[src/rtl/icd_pkg.sv]
`timescale 1ns/1ps
package icd_pkg;
  localparam int ICD_WORD_W = 32;
  localparam int ICD_REG_W  = 4;
  localparam int ICD_CLS_W  = 4;
  localparam int ICD_HI_LSB = 20;
  localparam int ICD_HI_W   = 8;
  localparam int ICD_LO_LSB = 4;
  localparam int ICD_LO_W   = 4;
  localparam int ICD_IDX_W  = ICD_HI_W + ICD_LO_W;
  localparam int ICD_OFS_W  = 24;

  typedef enum logic [ICD_CLS_W-1:0] {
    CLS_DP     = 4'd0,
    CLS_MUL    = 4'd1,
    CLS_MULL   = 4'd2,
    CLS_LDST   = 4'd3,
    CLS_BLOCK  = 4'd4,
    CLS_SWAP   = 4'd5,
    CLS_BR     = 4'd6,
    CLS_BRL    = 4'd7,
    CLS_BX     = 4'd8,
    CLS_PSR_RD = 4'd9,
    CLS_PSR_WR = 4'd10,
    CLS_SWI    = 4'd11,
    CLS_ILL    = 4'd12
  } icd_cls_e;

  typedef struct packed {
    icd_cls_e              cls;
    logic [ICD_REG_W-1:0]  rd;
    logic [ICD_REG_W-1:0]  rn;
    logic [ICD_REG_W-1:0]  rm;
    logic [ICD_REG_W-1:0]  rs;
    logic                  setf;
    logic                  wr;
    logic                  br;
    logic                  trap;
    logic [ICD_WORD_W-1:0] imm;
  } icd_desc_t;

  localparam icd_desc_t ICD_DESC_RST = '{
    cls: CLS_ILL, rd: '0, rn: '0, rm: '0, rs: '0,
    setf: 1'b0, wr: 1'b0, br: 1'b0, trap: 1'b0, imm: '0
  };
endpackage

[src/rtl/icd_class_lut.sv]
`timescale 1ns/1ps
module icd_class_lut
  import icd_pkg::*;
(
  input  logic [ICD_IDX_W-1:0] idx,
  output icd_cls_e             cls
);
  logic [ICD_HI_W-1:0] hi;
  logic [ICD_LO_W-1:0] lo;
  logic                misc_space;

  assign hi = idx[ICD_IDX_W-1:ICD_LO_W];
  assign lo = idx[ICD_LO_W-1:0];
  // compare/test opcodes without flag update are reused for other functions
  assign misc_space = (hi[4:3] == 2'b10) && !hi[0];

  always_comb begin
    cls = CLS_ILL;
    unique case (hi[7:5])
      3'b000: begin
        if (lo == 4'b1001) begin
          if (hi[4:2] == 3'b000)                         cls = CLS_MUL;
          else if (hi[4:3] == 2'b01)                     cls = CLS_MULL;
          else if (hi[4:3] == 2'b10 && hi[1:0] == 2'b00) cls = CLS_SWAP;
          else                                           cls = CLS_ILL;
        end else if (lo[3] && lo[0]) begin
          cls = CLS_LDST;
        end else if (misc_space) begin
          if (lo == 4'b0001 && hi[2:1] == 2'b01) cls = CLS_BX;
          else if (lo == 4'b0000)                cls = hi[1] ? CLS_PSR_WR : CLS_PSR_RD;
          else                                   cls = CLS_ILL;
        end else begin
          cls = CLS_DP;
        end
      end
      3'b001:  cls = misc_space ? (hi[1] ? CLS_PSR_WR : CLS_ILL) : CLS_DP;
      3'b010:  cls = CLS_LDST;
      3'b011:  cls = lo[0] ? CLS_ILL : CLS_LDST;
      3'b100:  cls = CLS_BLOCK;
      3'b101:  cls = hi[4] ? CLS_BRL : CLS_BR;
      3'b110:  cls = CLS_ILL;
      default: cls = hi[4] ? CLS_SWI : CLS_ILL;
    endcase
  end
endmodule

[src/rtl/icd_rot_imm.sv]
`timescale 1ns/1ps
module icd_rot_imm #(
  parameter int WORD_W = 32,
  parameter int IMM_W  = 8,
  parameter int ROT_W  = 4
) (
  input  logic [IMM_W+ROT_W-1:0] field,
  output logic [WORD_W-1:0]      value
);
  localparam int FIELD_W = IMM_W + ROT_W;

  logic [WORD_W-1:0]   base;
  logic [2*WORD_W-1:0] dbl;

  assign base  = WORD_W'(field[IMM_W-1:0]);
  // rotate right by twice the rotate field: shift a doubled copy
  assign dbl   = {base, base} >> {field[FIELD_W-1:IMM_W], 1'b0};
  assign value = dbl[WORD_W-1:0];
endmodule

[src/rtl/icd_fields.sv]
`timescale 1ns/1ps
module icd_fields
  import icd_pkg::*;
(
  input  logic [ICD_WORD_W-1:0] word,
  input  icd_cls_e              cls,
  output icd_desc_t             desc
);
  localparam int SEXT_W = ICD_WORD_W - ICD_OFS_W - 2;

  logic [ICD_WORD_W-1:0] rot_val;
  logic [ICD_REG_W-1:0]  f_19_16, f_15_12, f_11_8, f_3_0;
  logic                  is_cmp;

  icd_rot_imm #(.WORD_W(ICD_WORD_W), .IMM_W(8), .ROT_W(4)) u_rot (
    .field (word[11:0]),
    .value (rot_val)
  );

  assign f_19_16 = word[19:16];
  assign f_15_12 = word[15:12];
  assign f_11_8  = word[11:8];
  assign f_3_0   = word[3:0];
  assign is_cmp  = (word[24:23] == 2'b10);

  always_comb begin
    desc     = '0;
    desc.cls = cls;
    unique case (cls)
      CLS_DP: begin
        desc.rn   = f_19_16;
        desc.wr   = !is_cmp;
        desc.setf = is_cmp ? 1'b1 : word[20];
        desc.rd   = is_cmp ? '0 : f_15_12;
        if (word[25]) begin
          desc.imm = rot_val;
        end else begin
          desc.rm = f_3_0;
          desc.rs = word[4] ? f_11_8 : '0;
        end
        desc.br = !is_cmp && (f_15_12 == '1);
      end
      CLS_MUL: begin
        desc.rd   = f_19_16;
        desc.rn   = word[21] ? f_15_12 : '0;
        desc.rm   = f_3_0;
        desc.rs   = f_11_8;
        desc.setf = word[20];
        desc.wr   = 1'b1;
        desc.br   = (f_19_16 == '1);
      end
      CLS_MULL: begin
        desc.rd   = f_15_12;
        desc.rn   = f_19_16;
        desc.rm   = f_3_0;
        desc.rs   = f_11_8;
        desc.setf = word[20];
        desc.wr   = 1'b1;
        desc.br   = (f_15_12 == '1);
      end
      CLS_LDST: begin
        desc.rd = f_15_12;
        desc.rn = f_19_16;
        desc.wr = word[20];
        if (word[27:26] == 2'b01) begin
          if (word[25]) desc.rm  = f_3_0;
          else          desc.imm = ICD_WORD_W'(word[11:0]);
        end else begin
          if (word[22]) desc.imm = ICD_WORD_W'({f_11_8, f_3_0});
          else          desc.rm  = f_3_0;
        end
      end
      CLS_BLOCK: begin
        desc.rn  = f_19_16;
        desc.imm = ICD_WORD_W'(word[15:0]);
        desc.wr  = word[20];
        desc.br  = word[15];
      end
      CLS_SWAP: begin
        desc.rd = f_15_12;
        desc.rn = f_19_16;
        desc.rm = f_3_0;
        desc.wr = 1'b1;
      end
      CLS_BR, CLS_BRL: begin
        desc.imm = {{SEXT_W{word[ICD_OFS_W-1]}}, word[ICD_OFS_W-1:0], 2'b00};
        desc.br  = 1'b1;
      end
      CLS_BX: begin
        desc.rm = f_3_0;
        desc.br = 1'b1;
      end
      CLS_PSR_RD: begin
        desc.rd = f_15_12;
        desc.wr = 1'b1;
      end
      CLS_PSR_WR: begin
        desc.setf = !word[22];
        if (word[25]) desc.imm = rot_val;
        else          desc.rm  = f_3_0;
      end
      CLS_SWI: begin
        desc.imm  = ICD_WORD_W'(word[ICD_OFS_W-1:0]);
        desc.trap = 1'b1;
      end
      default: begin
        desc     = '0;
        desc.cls = CLS_ILL;
      end
    endcase
  end
endmodule

[src/rtl/icd_decoder.sv]
`timescale 1ns/1ps
module icd_decoder
  import icd_pkg::*;
(
  input  logic                  clk,
  input  logic                  rst,
  input  logic                  in_valid,
  input  logic [ICD_WORD_W-1:0] in_word,
  output logic                  out_valid,
  output logic [3:0]            out_cond,
  output logic [ICD_CLS_W-1:0]  out_cls,
  output logic [ICD_REG_W-1:0]  out_rd,
  output logic [ICD_REG_W-1:0]  out_rn,
  output logic [ICD_REG_W-1:0]  out_rm,
  output logic [ICD_REG_W-1:0]  out_rs,
  output logic                  out_setf,
  output logic                  out_wr,
  output logic                  out_branch,
  output logic                  out_trap,
  output logic [ICD_WORD_W-1:0] out_imm
);
  logic [ICD_IDX_W-1:0] idx;
  icd_cls_e             cls_c;
  icd_desc_t            desc_c;
  icd_desc_t            desc_q;
  logic [3:0]           cond_q;
  logic                 valid_q;

  assign idx = {in_word[ICD_HI_LSB +: ICD_HI_W], in_word[ICD_LO_LSB +: ICD_LO_W]};

  icd_class_lut u_lut (
    .idx (idx),
    .cls (cls_c)
  );

  icd_fields u_fields (
    .word (in_word),
    .cls  (cls_c),
    .desc (desc_c)
  );

  always_ff @(posedge clk) begin
    if (rst) begin
      valid_q <= 1'b0;
      cond_q  <= '0;
      desc_q  <= ICD_DESC_RST;
    end else begin
      valid_q <= in_valid;
      if (in_valid) begin
        cond_q <= in_word[ICD_WORD_W-1 -: 4];
        desc_q <= desc_c;
      end
    end
  end

  assign out_valid  = valid_q;
  assign out_cond   = cond_q;
  assign out_cls    = desc_q.cls;
  assign out_rd     = desc_q.rd;
  assign out_rn     = desc_q.rn;
  assign out_rm     = desc_q.rm;
  assign out_rs     = desc_q.rs;
  assign out_setf   = desc_q.setf;
  assign out_wr     = desc_q.wr;
  assign out_branch = desc_q.br;
  assign out_trap   = desc_q.trap;
  assign out_imm    = desc_q.imm;
endmodule

[config.mk]
export PLATFORM = sky130hd
export DESIGN_NAME = icd_decoder
export DESIGN_NICKNAME = d
export VERILOG_FILES = /design/src/rtl/icd_pkg.sv /design/src/rtl/icd_class_lut.sv /design/src/rtl/icd_rot_imm.sv /design/src/rtl/icd_fields.sv /design/src/rtl/icd_decoder.sv
export SDC_FILE = /design/constraint.sdc
export NUM_CORES = 1
export LEC_CHECK = 0
export ABC_AREA = 1
export ABC_CLOCK_PERIOD_IN_PS = 3340
export BUFFER_PORTS_ARGS = -buffer_cell sky130_fd_sc_hd__buf_4
export CAP_MARGIN = 10
export CORE_MARGIN = 2
export CORE_UTILIZATION = 46
export CTS_CLUSTER_DIAMETER = 80
export DETAILED_ROUTE_END_ITERATION = 12
export PLACE_DENSITY = 0.75
export SYNTH_ARGS = -nofsm -noshare
export SYNTH_HDL_FRONTEND = slang
export SYNTH_SLANG_ARGS = --single-unit
[constraint.sdc]
create_clock -name clk -period 3.34 [get_ports clk]
set_input_delay 0.668 -clock clk [delete_from_list [all_inputs] [get_ports clk]]
set_output_delay 0.668 -clock clk [all_outputs]
set_load 0.02 [all_outputs]
==> results summary <==
The post-CTS repair timing setup buffer count came out at 0. The hold buffer count at CTS is 0. Synthesis produced a netlist with a net count of 717. The number of buffers inserted by port buffering came out at 95. In the final routed layout, each cell accounts on average for 16.1 µm. sky130_fd_sc_hd__dfxtp_1 takes more of the synthesized area than any other cell. In the routed layout, each cell is associated on average with a via count of 5.61. The area of the die came out at 9430 µm².

The count of TritonRoute iterations in the first routing pass is 5. The deepest level of the CTS H-tree is 3. Of the synthesized area, sequential elements account for 0.306. The endpoint kind of the worst setup timing path is a register. The number of pins with negative max-slew slack in the final report came out at 0.

Setup repair after global routing left no endpoint under its margin. The startpoint identified for the worst register-to-register timing path is out_cls[2]. The number of primary I/O pins is 96. The run finished with clean final reports.

The count of nets left with antenna violations once routing finished came out at 0. Static timing analysis puts the maximum clock frequency at 396 MHz. The worst reg-to-reg path cell count came out at 2.

The root buffer cell chosen for the clock tree is sky130_fd_sc_hd__clkbuf_8. The largest clock skew in the final design is 0 ns. The clock latency reported for the late side of the worst-skew pair is 0.34 ns.

The pin count of the biggest net entering global routing came out at 63. The mapped netlist covers 3990 µm². The number of warnings printed during yosys synthesis came out at 0. In the finished design, the share of the clock period the worst path needs comes to 0.756.

The fraction of layout instances using a drive strength above 1 came out at 0.180. The combined global-route utilization of all metal layers came out at 0.290. The number of hold violations in the final report is 0.

The maximum fanout count along the critical path came out at 26. The final net count is 792. The routed wire length came out at 13900 µm. The synthesized design contains 0 enable-type register cells.

For this run, the leading register cell type out of synthesis is sky130_fd_sc_hd__dfxtp_1. The static leakage is 2.21 nW. The chip height is 97.1 µm.

The min-delay analysis places its worst path in the category reg -> reg. The critical path data arrival time is 2.80 ns. The worst slew slack as a fraction of its limit is 0.335. STA classifies the critical path startpoint as a primary input. The summed negative setup slack over all endpoints came out at 0 ns. The TritonCTS buffer count is 9. The worst setup margin is 0.814 ns. The critical path ends at out_imm[12]. The maximum number of buffers from clock root to sink came out at 2.

Leaving out filler cells and counting taps, the final layout contains 866. After synthesis, the cell types taking the most area are sky130_fd_sc_hd__dfxtp_1 31%, sky130_fd_sc_hd__nand2_1 22%, sky130_fd_sc_hd__a21oi_1 8.4%. In the layout the commonest cells are 237 x sky130_fd_sc_hd__nand2_1, 100 x sky130_fd_sc_hd__buf_4, 67 x sky130_fd_sc_hd__a21oi_1.

The power density over cell area is 390 nW/µm². The count of vias placed by the detailed router came out at 4857. The initial antenna violation count came to 0.

TritonCTS built the clock tree. At the pin with the least slew margin, the transition time is 0.996 ns. The distinct cell type count after synthesis is 29. The first global-routing pass estimated 22200 µm of wire. The shortest clock period the worst path allows after layout is 2.53 ns. The via count of the first global-routing pass came out at 4488.

The sum of overflow across all layers after global routing is 0. The clock net in this run drives a total of 61 sinks. The setup-violating endpoint count in the final report is 0. The number of synthesized register bits came out at 61.

The synthesized area divided by synthesized cell count came out at 5.85 µm². The worst slack at placement came out at 0.528 ns. The final weighted congestion in routability-driven placement came out at 0.935. In this run the critical register-to-register path is captured at out_cls[2]. The most critical setup path has its startpoint at in_word[26]. For this block, the initial DRC count from the detailed router was 341. The post-route DRC violation count is 0. The sum of net half-perimeters after detailed placement is 10300 µm. The count of standard-cell rows is 33.

The layout overhead on the synthesized area is 23.2%. The worst vdd rail ir drop is 0.284 mV. The library cell used most frequently in the layout, excluding fill and tap cells, is sky130_fd_sc_hd__nand2_1. The required time at the endpoint of the critical path is 3.61 ns. Of all flip-flops after synthesis, the portion carrying an async set or reset was 0. The reported max-cap violation count came out at 0. The floorplan core area is 8300 µm². The register clock-pin slew on the reported worst setup and hold paths came out at 0.07 ns. Post-CTS repair changed the size of 0 cells.

The internal reg-to-reg setup slack is 2.55 ns. The top-area cell type share of the netlist area came out at 0.306. The initial standard-cell utilization of the core came out at 0.481. In this run the horizontal extent of the chip is 97.1 µm.

The antenna diode count came out at 0. The number of placed instances, taps included, is 851. The setup path with the least slack is of type in -> reg. The synthesized instance count is 682.
worst min-delay path by stage:
stage	startpoint	to	slack, ns	cells after the start
3_5_place_dp	out_imm[27]	out_imm[27]	0.46	2
4_1_cts	out_imm[19]	out_imm[19]	0.47	2
2_1_floorplan	out_cls[0]	out_cls[0]	0.55	2
5_1_grt	out_imm[0]	out_imm[0]	0.48	2
6_report	out_imm[16]	out_imm[16]	0.47	2
3_3_place_gp	out_rm[3]	out_rm[3]	0.45	2
registers in the layout, indices dropped and copies added (netlist names):
signal / flops
out_imm: 32
out_wr: 1
out_rs: 4
out_rn: 4
out_cls: 4
out_rd: 4
out_cond: 4
out_setf: 1
out_branch: 1
out_trap: 1
out_valid: 1
out_rm: 4
power by group:
part / internal, mW / switching (mW)
logic: 0.153 / 0.317
clock network: 0.379 / 0.292
registers: 0.759 / 0.0175
per-stage QoR:
step,util,hold slack (ns),area (µm²),power [mW]
after floorplan,-,0.545,3990,1.08
after global placement,0.568,0.453,4720,1.25
after detailed placement,0.568,0.459,4720,1.26
after CTS,0.592,0.469,4910,1.92
after global routing,0.592,0.479,4910,2.00
final,0.592,0.466,4910,1.92
cell usage after synthesis (all sizes together), types with 4 or more instances:
| library cell | count |
|---|---|
| inv | 48 |
| clkbuf | 29 |
| nand4 | 11 |
| o22ai | 12 |
| a31oi | 5 |
| or2 | 4 |
| nand3 | 47 |
| a22oi | 8 |
| nand2 | 242 |
| o21ai | 54 |
| dfxtp | 61 |
| a21oi | 67 |
| buf | 7 |
| nor2 | 71 |
| nor3 | 9 |
worst max-delay path, cell delays in order:
cell,delay (ns)
sky130_fd_sc_hd__buf_4,0.13
sky130_fd_sc_hd__inv_2,0.09
sky130_fd_sc_hd__nor2_1,0.05
sky130_fd_sc_hd__buf_4,0.17
sky130_fd_sc_hd__nand2_1,0.09
sky130_fd_sc_hd__nand2_1,0.08
sky130_fd_sc_hd__a21oi_1,0.18
sky130_fd_sc_hd__nand2_1,0.11
sky130_fd_sc_hd__nor2_1,0.16
sky130_fd_sc_hd__nand4_2,0.16
sky130_fd_sc_hd__nand2_4,0.28
sky130_fd_sc_hd__nand2_1,0.16
sky130_fd_sc_hd__o21ai_0,0.24
sky130_fd_sc_hd__nand2_1,0.09
sky130_fd_sc_hd__a21oi_1,0.13
cells by family (layout without fill, tap and decap cells):
kind of cell           Yosys count  in the layout  synth area share
flip-flops                      61             61             0.306
buffers and inverters           85            164            0.0850
AO/OA/AOI/OAI                  152            152             0.205
AND/OR/NAND/NOR                384            384             0.404
final cells by class:
class                   instances  area, µm²
well taps                     105        131
clock buffers                  11        151
multi-input cells             536       2430
clock inverters                 4       47.5
fillers                       827       3380
inverters                      49        184
flip-flops and latches         61       1220
repair buffers                100        751
layer usage:
layer  global-route usage  vias up  routed length (µm)  part of all wire
met5                    0        -                   0                 0
met2                0.493      235                6680              0.48
met1                0.363     2201                5810              0.42
met3               0.0489       32                1040             0.075
li1                     -     2389                   -                 -
met4                0.120        0                 386             0.028
Power figures use the tool's default switching activity.
